[src/rtl/pwr_mode_pkg.sv]
package pwr_mode_pkg;
  typedef enum logic [2:0] {
    PM_RUN,
    PM_NAP,
    PM_STBY,
    PM_DEEP,
    PM_REPOWER,
    PM_SETTLE
  } pm_state_e;

  typedef struct packed {
    logic halt;
    logic osc;
    logic dom;
    logic ram;
    logic hold;
  } pm_rails_t;
endpackage

[src/rtl/pm_wake_sync.sv]
module pm_wake_sync #(
  parameter int N_SRC = 17
) (
  input  logic             clk,
  input  logic             rst_n,
  input  logic [N_SRC-1:0] src_i,
  output logic             any_o
);
  logic [N_SRC-1:0] synced;

  for (genvar i = 0; i < N_SRC; i++) begin : g_line
    logic [1:0] sh;
    always_ff @(posedge clk or negedge rst_n) begin
      if (!rst_n) sh <= '0;
      else        sh <= {sh[0], src_i[i]};
    end
    assign synced[i] = sh[1];
  end

  assign any_o = |synced;
endmodule

[src/rtl/pm_settle_timer.sv]
module pm_settle_timer #(
  parameter int SEL_W     = 5,
  parameter int BASE_LOG2 = 4,
  parameter int SEL_CAP   = 15
) (
  input  logic             clk,
  input  logic             rst_n,
  input  logic             start_i,
  input  logic             run_i,
  input  logic [SEL_W-1:0] sel_i,
  output logic             done_o
);
  localparam int CNT_W = BASE_LOG2 + SEL_CAP;
  localparam logic [SEL_W-1:0] CAP_V = SEL_W'(SEL_CAP);

  logic [CNT_W-1:0] count;
  logic [CNT_W-1:0] limit;
  logic [SEL_W-1:0] sel_eff;

  always_comb begin
    sel_eff = (sel_i > CAP_V) ? CAP_V : sel_i;
    limit   = (CNT_W'(1) << (BASE_LOG2 + int'(sel_eff))) - CNT_W'(1);
  end

  assign done_o = run_i && (count == limit);

  always_ff @(posedge clk or negedge rst_n) begin
    if (!rst_n)                count <= '0;
    else if (start_i)          count <= '0;
    else if (run_i && !done_o) count <= count + CNT_W'(1);
  end
endmodule

[src/rtl/pwr_mode_seq.sv]
module pwr_mode_seq
  import pwr_mode_pkg::*;
#(
  parameter int N_IRQ     = 16,
  parameter int SEL_W     = 5,
  parameter int CUT_W     = 3,
  parameter int BASE_LOG2 = 4,
  parameter int SEL_CAP   = 15
) (
  input  logic             clk,
  input  logic             rst_n,
  input  logic             sleep_req,
  input  logic             stby_en,
  input  logic             deep_en,
  input  logic [SEL_W-1:0] settle_sel,
  input  logic [CUT_W-1:0] ram_cut,
  input  logic             nmi_in,
  input  logic [N_IRQ-1:0] irq_in,
  output logic             clk_halt,
  output logic             osc_en,
  output logic             dom_pwr_en,
  output logic             ram_pwr_en,
  output logic             io_hold,
  output logic             wake_irq,
  output logic             deep_exit_flag
);
  localparam int N_SRC = N_IRQ + 1;

  pm_state_e state, nxt;
  pm_rails_t rails;
  logic      wake_any, settle_done, settle_start, settle_run;
  logic      keep_ram, from_deep;

  pm_wake_sync #(.N_SRC(N_SRC)) u_sync (
    .clk   (clk),
    .rst_n (rst_n),
    .src_i ({nmi_in, irq_in}),
    .any_o (wake_any)
  );

  assign settle_start = ((state == PM_STBY) || (state == PM_DEEP)) && wake_any;
  assign settle_run   = (state == PM_REPOWER) || (state == PM_SETTLE);

  pm_settle_timer #(
    .SEL_W(SEL_W), .BASE_LOG2(BASE_LOG2), .SEL_CAP(SEL_CAP)
  ) u_timer (
    .clk     (clk),
    .rst_n   (rst_n),
    .start_i (settle_start),
    .run_i   (settle_run),
    .sel_i   (settle_sel),
    .done_o  (settle_done)
  );

  always_comb begin
    nxt = state;
    case (state)
      PM_RUN:     if (sleep_req) nxt = stby_en ? PM_STBY : PM_NAP;
      PM_NAP:     if (wake_any) nxt = PM_RUN;
      PM_STBY:    if (wake_any) nxt = PM_SETTLE;
                  else if (deep_en) nxt = PM_DEEP;
      PM_DEEP:    if (wake_any) nxt = PM_REPOWER;
      PM_REPOWER: nxt = PM_SETTLE;
      PM_SETTLE:  if (settle_done) nxt = PM_RUN;
      default:    nxt = PM_RUN;
    endcase
  end

  always_ff @(posedge clk or negedge rst_n) begin
    if (!rst_n) begin
      state          <= PM_RUN;
      keep_ram       <= 1'b1;
      from_deep      <= 1'b0;
      wake_irq       <= 1'b0;
      deep_exit_flag <= 1'b0;
    end else begin
      state    <= nxt;
      wake_irq <= (state == PM_SETTLE) && settle_done && !from_deep;
      if ((state == PM_STBY) && (nxt == PM_DEEP))
        keep_ram <= (ram_cut == '0);
      if ((state == PM_DEEP) && wake_any)
        from_deep <= 1'b1;
      else if ((state == PM_SETTLE) && settle_done)
        from_deep <= 1'b0;
      if ((state == PM_SETTLE) && settle_done && from_deep)
        deep_exit_flag <= 1'b1;
      else if ((state == PM_RUN) && sleep_req)
        deep_exit_flag <= 1'b0;
    end
  end

  always_comb begin
    case (state)
      PM_NAP:     rails = '{halt: 1'b1, osc: 1'b1, dom: 1'b1, ram: 1'b1,     hold: 1'b0};
      PM_STBY:    rails = '{halt: 1'b1, osc: 1'b0, dom: 1'b1, ram: 1'b1,     hold: 1'b1};
      PM_DEEP:    rails = '{halt: 1'b1, osc: 1'b0, dom: 1'b0, ram: keep_ram, hold: 1'b1};
      PM_REPOWER: rails = '{halt: 1'b1, osc: 1'b0, dom: 1'b1, ram: 1'b1,     hold: 1'b1};
      PM_SETTLE:  rails = '{halt: 1'b1, osc: 1'b1, dom: 1'b1, ram: 1'b1,     hold: 1'b1};
      default:    rails = '{halt: 1'b0, osc: 1'b1, dom: 1'b1, ram: 1'b1,     hold: 1'b0};
    endcase
  end

  assign clk_halt   = rails.halt;
  assign osc_en     = rails.osc;
  assign dom_pwr_en = rails.dom;
  assign ram_pwr_en = rails.ram;
  assign io_hold    = rails.hold;
endmodule

[config.mk]
export PLATFORM = sky130hd
export DESIGN_NAME = pwr_mode_seq
export DESIGN_NICKNAME = d
export VERILOG_FILES = /design/src/rtl/pwr_mode_pkg.sv /design/src/rtl/pm_wake_sync.sv /design/src/rtl/pm_settle_timer.sv /design/src/rtl/pwr_mode_seq.sv
export SDC_FILE = /design/constraint.sdc
export NUM_CORES = 1
export LEC_CHECK = 0
export BUFFER_PORTS_ARGS = -buffer_cell sky130_fd_sc_hd__buf_2
export CORE_MARGIN = 2
export CORE_UTILIZATION = 35
export DETAILED_ROUTE_END_ITERATION = 8
export GPL_ROUTABILITY_DRIVEN = 0
export SLEW_MARGIN = 20
export SYNTH_ARGS = -nofsm -noshare
export SYNTH_HDL_FRONTEND = slang
export SYNTH_SLANG_ARGS = --single-unit
[constraint.sdc]
create_clock -name clk -period 2.5 [get_ports clk]
set_input_delay 0.5 -clock clk [delete_from_list [all_inputs] [get_ports clk]]
set_output_delay 0.5 -clock clk [all_outputs]
set_load 0.05 [all_outputs]
# Word-level counts from Yosys, hierarchy flattened
# Cells that the tools add are included.
[totals]
reg_bits = 60
latch_bits = 0
mem_bits_rw = 0
romBits = 0
in_bits = 30
out_inout_bits = 7
mem_count = 0
[op_classes]
n_addsub = 3
n_mul = 0
div_mod_pow = 0
n_lt_le_gt_ge = 1
eq_ne = 7
shifts = 1
mux = 16
bitwise_logic = 0
reduce_logical = 20
[ops]
columns = ["cell", "n"]
rows = [
  ["$mux 19", 2],
  ["$shl 1x32->19 const A", 1],
  ["$pmux 5 s4", 1],
  ["$add 19x1->19 const B", 1],
  ["$eq 19x19->1", 1],
  ["$sub 19x2->19 const B", 1],
  ["$mux 3", 6],
  ["$pmux 3 s6", 1],
  ["$reduce_or 17->1", 1],
  ["$eq 3x2->1 const B", 3],
  ["$logic_and 1x1->1", 9],
  ["$add 3x5->6 const A", 1],
  ["$eq 3x3->1 const B", 2],
  ["$logic_not 3->1", 2],
  ["$reduce_bool 2->1", 3],
  ["$gt 5x4->1 const B", 1],
  ["$mux 5", 1],
  ["$mux 1", 4],
  ["$eq 3x1->1 const B", 1],
  ["$logic_not 1->1", 2],
  ["$logic_or 1x1->1", 2],
  ["$mux 2", 1],
  ["$reduce_or 2->1", 1],
]

# Longest topological paths before layout
[depth]
word_depth = 11
depth_mapped = 14
mapped_depth_nobuf = 8

# Cells and area by module
# From an unflattened synthesis, not the netlist that was laid out.
[hier_totals]
cells_unflattened = 317
area_unflattened_um2 = 3115.5
[modules_own_cells]
columns = ["mod", "n_inst", "cells_per_inst", "area_each_um2"]
rows = [
  ["pm_settle_timer", 1, 235, 1820.5],
  ["pm_wake_sync", 1, 40, 887.1],
  ["pwr_mode_seq", 1, 42, 407.9],
]

# Least setup slack after synthesis
# Ideal clock, no wire load.
[synth_path]
path_kind = "input -> register"
from = "input settle_sel[1]"
to = "register u_timer.count[16]"
arrival_time_ns = 2.427
required_ns = 2.422
path_slack_ns = -0.005
cell_stages = 10
cell_sequence = "buf_2 -> buf_2 -> o311ai_0 -> o311ai_2 -> xor2_1 -> nor2_1 -> and4_1 -> buf_6 -> or4_1 -> a21oi_1"
[synth_via]
elab_chain_cells = 10
[synth_lines]
columns = ["item", "line", "source"]
rows = [
  ["start, declared", "pwr_mode_seq.sv:15", "input logic [SEL_W-1:0] settle_sel,"],
  ["$gt 5x4->1", "pm_settle_timer.sv:21", "sel_eff = (sel_i > CAP_V) ? CAP_V : sel_i;"],
  ["$mux 5 (*)", "pm_settle_timer.sv:21", ""],
  ["$add 3x5->6 (*)", "pm_settle_timer.sv:22", "limit = (CNT_W'(1) << (BASE_LOG2 + int'(sel_eff))) - CNT_W'(1);"],
  ["$shl 1x32->19 (*)", "pm_settle_timer.sv:22", ""],
  ["$sub 19x2->19 (*)", "pm_settle_timer.sv:22", ""],
  ["$eq 19x19->1 (*)", "pm_settle_timer.sv:25", "assign done_o = run_i && (count == limit);"],
  ["$logic_and 1x1->1 (*)", "pm_settle_timer.sv:25", ""],
  ["$logic_not 1->1 (*)", "pm_settle_timer.sv:30", "else if (run_i && !done_o) count <= count + CNT_W'(1);"],
  ["$logic_and 1x1->1 (*)", "pm_settle_timer.sv:30", ""],
  ["$reduce_bool 2->1 (no source line) (*)", "-", ""],
  ["end signal, assigned", "pm_settle_timer.sv:30", ""],
  ["end, declared", "pm_settle_timer.sv:16", "logic [CNT_W-1:0] count;"],
]
# Mark *: on every way between the ends. The rest lies on a longest branch, timed or not.
# A chain may end at the register's enable or synchronous reset.

# Final worst setup path
[layout_path]
from = "input settle_sel[2]"
to = "register u_timer.count[16]"
# Same word-level chain as after synthesis.

==> summary.txt <==
Layout
  – Layout Utilization: 0.4380
  – Total Nets Final: 381
  – Post-route cell area: ~3600 um^2
  – Layout cells sized above 1: 0.2712
  – Fin cells: between 400 and 500
  – N_diodes: 0
  – Area Overhead vs Synth: 20.19%

Power and ir drop
  – Total Power: 3187 uW
  – Power Density: 876.9 nW/um^2
  – Peak VDD IR: 465.1 uV
  – Leakage: 0.001524 uW

Detailed routing
  – DRC errors left: 0
  – DR WL/cell: 13.63 um
  – Post-DRT Antenna Nets: 0
  – Pre-Repair DR Iteration Count: 4
  – Vias per cell: 5.259
  – First-iteration detailed-routing DRC count: roughly 140
  – Drt total wl: 6257 um
  – Via count: 2414

Placement
  – Dpl cells: 443
  – Post-DP HPWL: 4549 um
  – Number of port buffers: 36
  – Dpl ws: -0.2307 ns
  – Area after DPL: 3432 um^2

Timing
  – Max Fclk: 415.6 MHz
  – Final hold vios: 0
  – RSZ-0062 raised after global routing: no
  – # setup viols final: 0
  – Pins Over Slew Limit: 0
  – Skew final: ~0.0072 ns
  – Setup ws final: 0.09390 ns
  – Tmin final: about 2.4 ns
  – Final period utilization: 0.9624

CTS
  – Post-CTS Hold Buffers: 0
  – Clk_lat worst skew: between 0.3 and 0.4 ns
  – Clock Tree Root: clkbuf_8
  – CTS tree: done
  – Clock sink count: 60
  – Post-CTS Resized: 0
  – Post-CTS Repair Setup Buffers: 0
  – Clock transition at path regs: 0.07 ns
  – CTS Buf Count: 9
  – H-Tree Depth: 3
  – Maximum clock insertion buffer count: 2

Die
  – Starting Density: 0.3644
  – DIE HEIGHT: between 90 and 100 um
  – CORE AREA: between 8000 and 9000 um^2
  – I/O pin count: 37
  – Die X-Extent: 96.96 um
  – Total Die Area: 9400 um^2
  – Num rows: 33

Critical path
  – Crit Path Max Fanout: 33
  – Setup CP Type: in -> reg
  – CP arrival: 2.65 ns
  – CP required: 2.75 ns
  – CP startpoint kind: input port
  – Crit. End Element: register

Global route
  – Vias in the first global route: 2298
  – Overflow after GRT: 0
  – Pin count of the biggest net entering global routing: 42
  – First-pass GRT wire length: 10960 um
  – Number of antenna violations at the first check in global routing: 0
  – GRT Total Usage: 0.1431

Yosys
  – Ys Warns: 0
  – Ranking of synthesized cells by area: dfrtp_1, a21oi_1, nand2_1, or3_1, o21ai_0
  – Seq cells post-synth: 60
  – Netlist cell types: 64
  – Sequential share of the synthesized area: 0.4969
  – Post-Synthesis Cells: 298
  – Post-synth top area share: 0.4882
  – Synthesized cell area: 3024 um^2
  – Top FF cell, synth: dfrtp_1
  – Avg Inst Size Synth: 10.15 um^2
  – Post-synthesis async set-or-reset flop share: 1.000
  – Number of flops mapped to enable cells by yosys: 0
  – Synth area leader: dfrtp_1

Job
  – Number of max-cap violations: 0

Status
  – Status: complete, no violations

Worst hold path
  – Hold WC Path Type: in -> async
-- cell usage after synthesis, drive strengths merged, types with 3 or more instances --
cell type,instances
o31ai,4
inv,3
o21a,3
clkbuf,11
or2,3
xor2,3
a21o,3
nor4,8
nor3b,4
dfrtp,59
nand2b,7
and2,4
or4,5
nor2,9
buf,17
nor3,8
nand4,7
xnor2,5
o211ai,7
nand3,8
mux2i,5
and4,3
a311oi,3
nand2,26
a21oi,19
o21ai,15
or3,13
-- per-layer routing --
metal / wire length (um) / share of wire / global-route usage / vias up
met4: 136 / 0.022 / 0.07259 / 0
met3: 233 / 0.037 / 0.02457 / 12
met1: 2982 / 0.48 / 0.1975 / 1152
met5: 0 / 0 / 0 / -
met2: 2904 / 0.46 / 0.2169 / 57
li1: - / - / - / 1193
-- layout by cell type (no fill, tap or decap), drive strengths merged, types with 3 or more instances in the layout --
master / count
buf: 67
dfrtp: 59
nand2: 26
a21oi: 19
o21ai: 15
or3: 13
clkbuf: 12
nor2: 9
nor3: 8
nor4: 8
nand3: 8
nand2b: 7
o211ai: 7
nand4: 7
xnor2: 5
mux2i: 5
or4: 5
and2: 4
nor3b: 4
o31ai: 4
inv: 3
xor2: 3
a311oi: 3
o21a: 3
and4: 3
a21o: 3
or2: 3
-- worst paths after layout --
path,start,endpoint,slack [ns],cells past startpoint
worst min register to register,u_sync.g_line[3].sh[0],u_sync.g_line[3].sh[1],0.35,0
worst min-delay path,rst_n,wake_irq,0.13,1
worst max-delay path,settle_sel[2],u_timer.count[16],0.09,10
worst max register to register,u_timer.count[18],u_timer.count[16],0.19,8
min in group clk,irq_in[0],u_sync.g_line[0].sh[0],0.28,1
max in group asynchronous,rst_n,u_timer.count[15],1.79,2
-- worst max-delay path, stage by stage --
cell and delay [ns]:
buf_2 0.17, buf_4 0.15, and2_1 0.17, a22o_1 0.17, o21ai_0 0.32, a221oi_2 0.10
and4_1 0.25, buf_12 0.17, or4_1 0.50, a21oi_1 0.14
-- flip-flops by register name (all words and copies together), names as in the netlist --
signal and flops:
state 3, u_timer.count 19, u_sync.g_line.sh 34, from_deep 1, wake_irq 1, deep_exit_flag 1, keep_ram 1
-- through the flow --
stage / hold WS (ns) / TNS (ns)
floorplan: 0.2044 / 0
global placement: 0.3349 / -1.571
detailed placement: 0.3347 / -2.117
CTS: 0.1329 / 0
global route: 0.1567 / 0
finish: 0.1339 / 0
-- cell families (layout without fill, tap and decap cells) --
group | Yosys count | after routing | share of synthesized area
AND/OR/NAND/NOR | 118 | 118 | 0.2288
AO/OA/AOI/OAI | 73 | 73 | 0.1667
flip-flops | 60 | 60 | 0.4969
buffers and inverters | 31 | 86 | 0.05834
XOR/XNOR | 8 | 8 | 0.02317
multiplexers | 5 | 5 | 0.01655
adder cells (fa/ha/maj) | 2 | 2 | 0.008273
other | 1 | 2 | 0.001240
-- where the power goes --
group          switching (uW)  internal, uW
clock                     342           511
combinational             498           414
sequential                269          1150
-- area by class of cell --
class,count,area [um^2]
clock buffers,12,155.1
clock inverters,4,47.55
fillers,806,4664
inverters,3,11.26
multi-input cells,208,1349
flip-flops and latches,60,1503
well taps,105,131.4
repair buffers,67,437.9
Power figures use the tool's default switching activity.
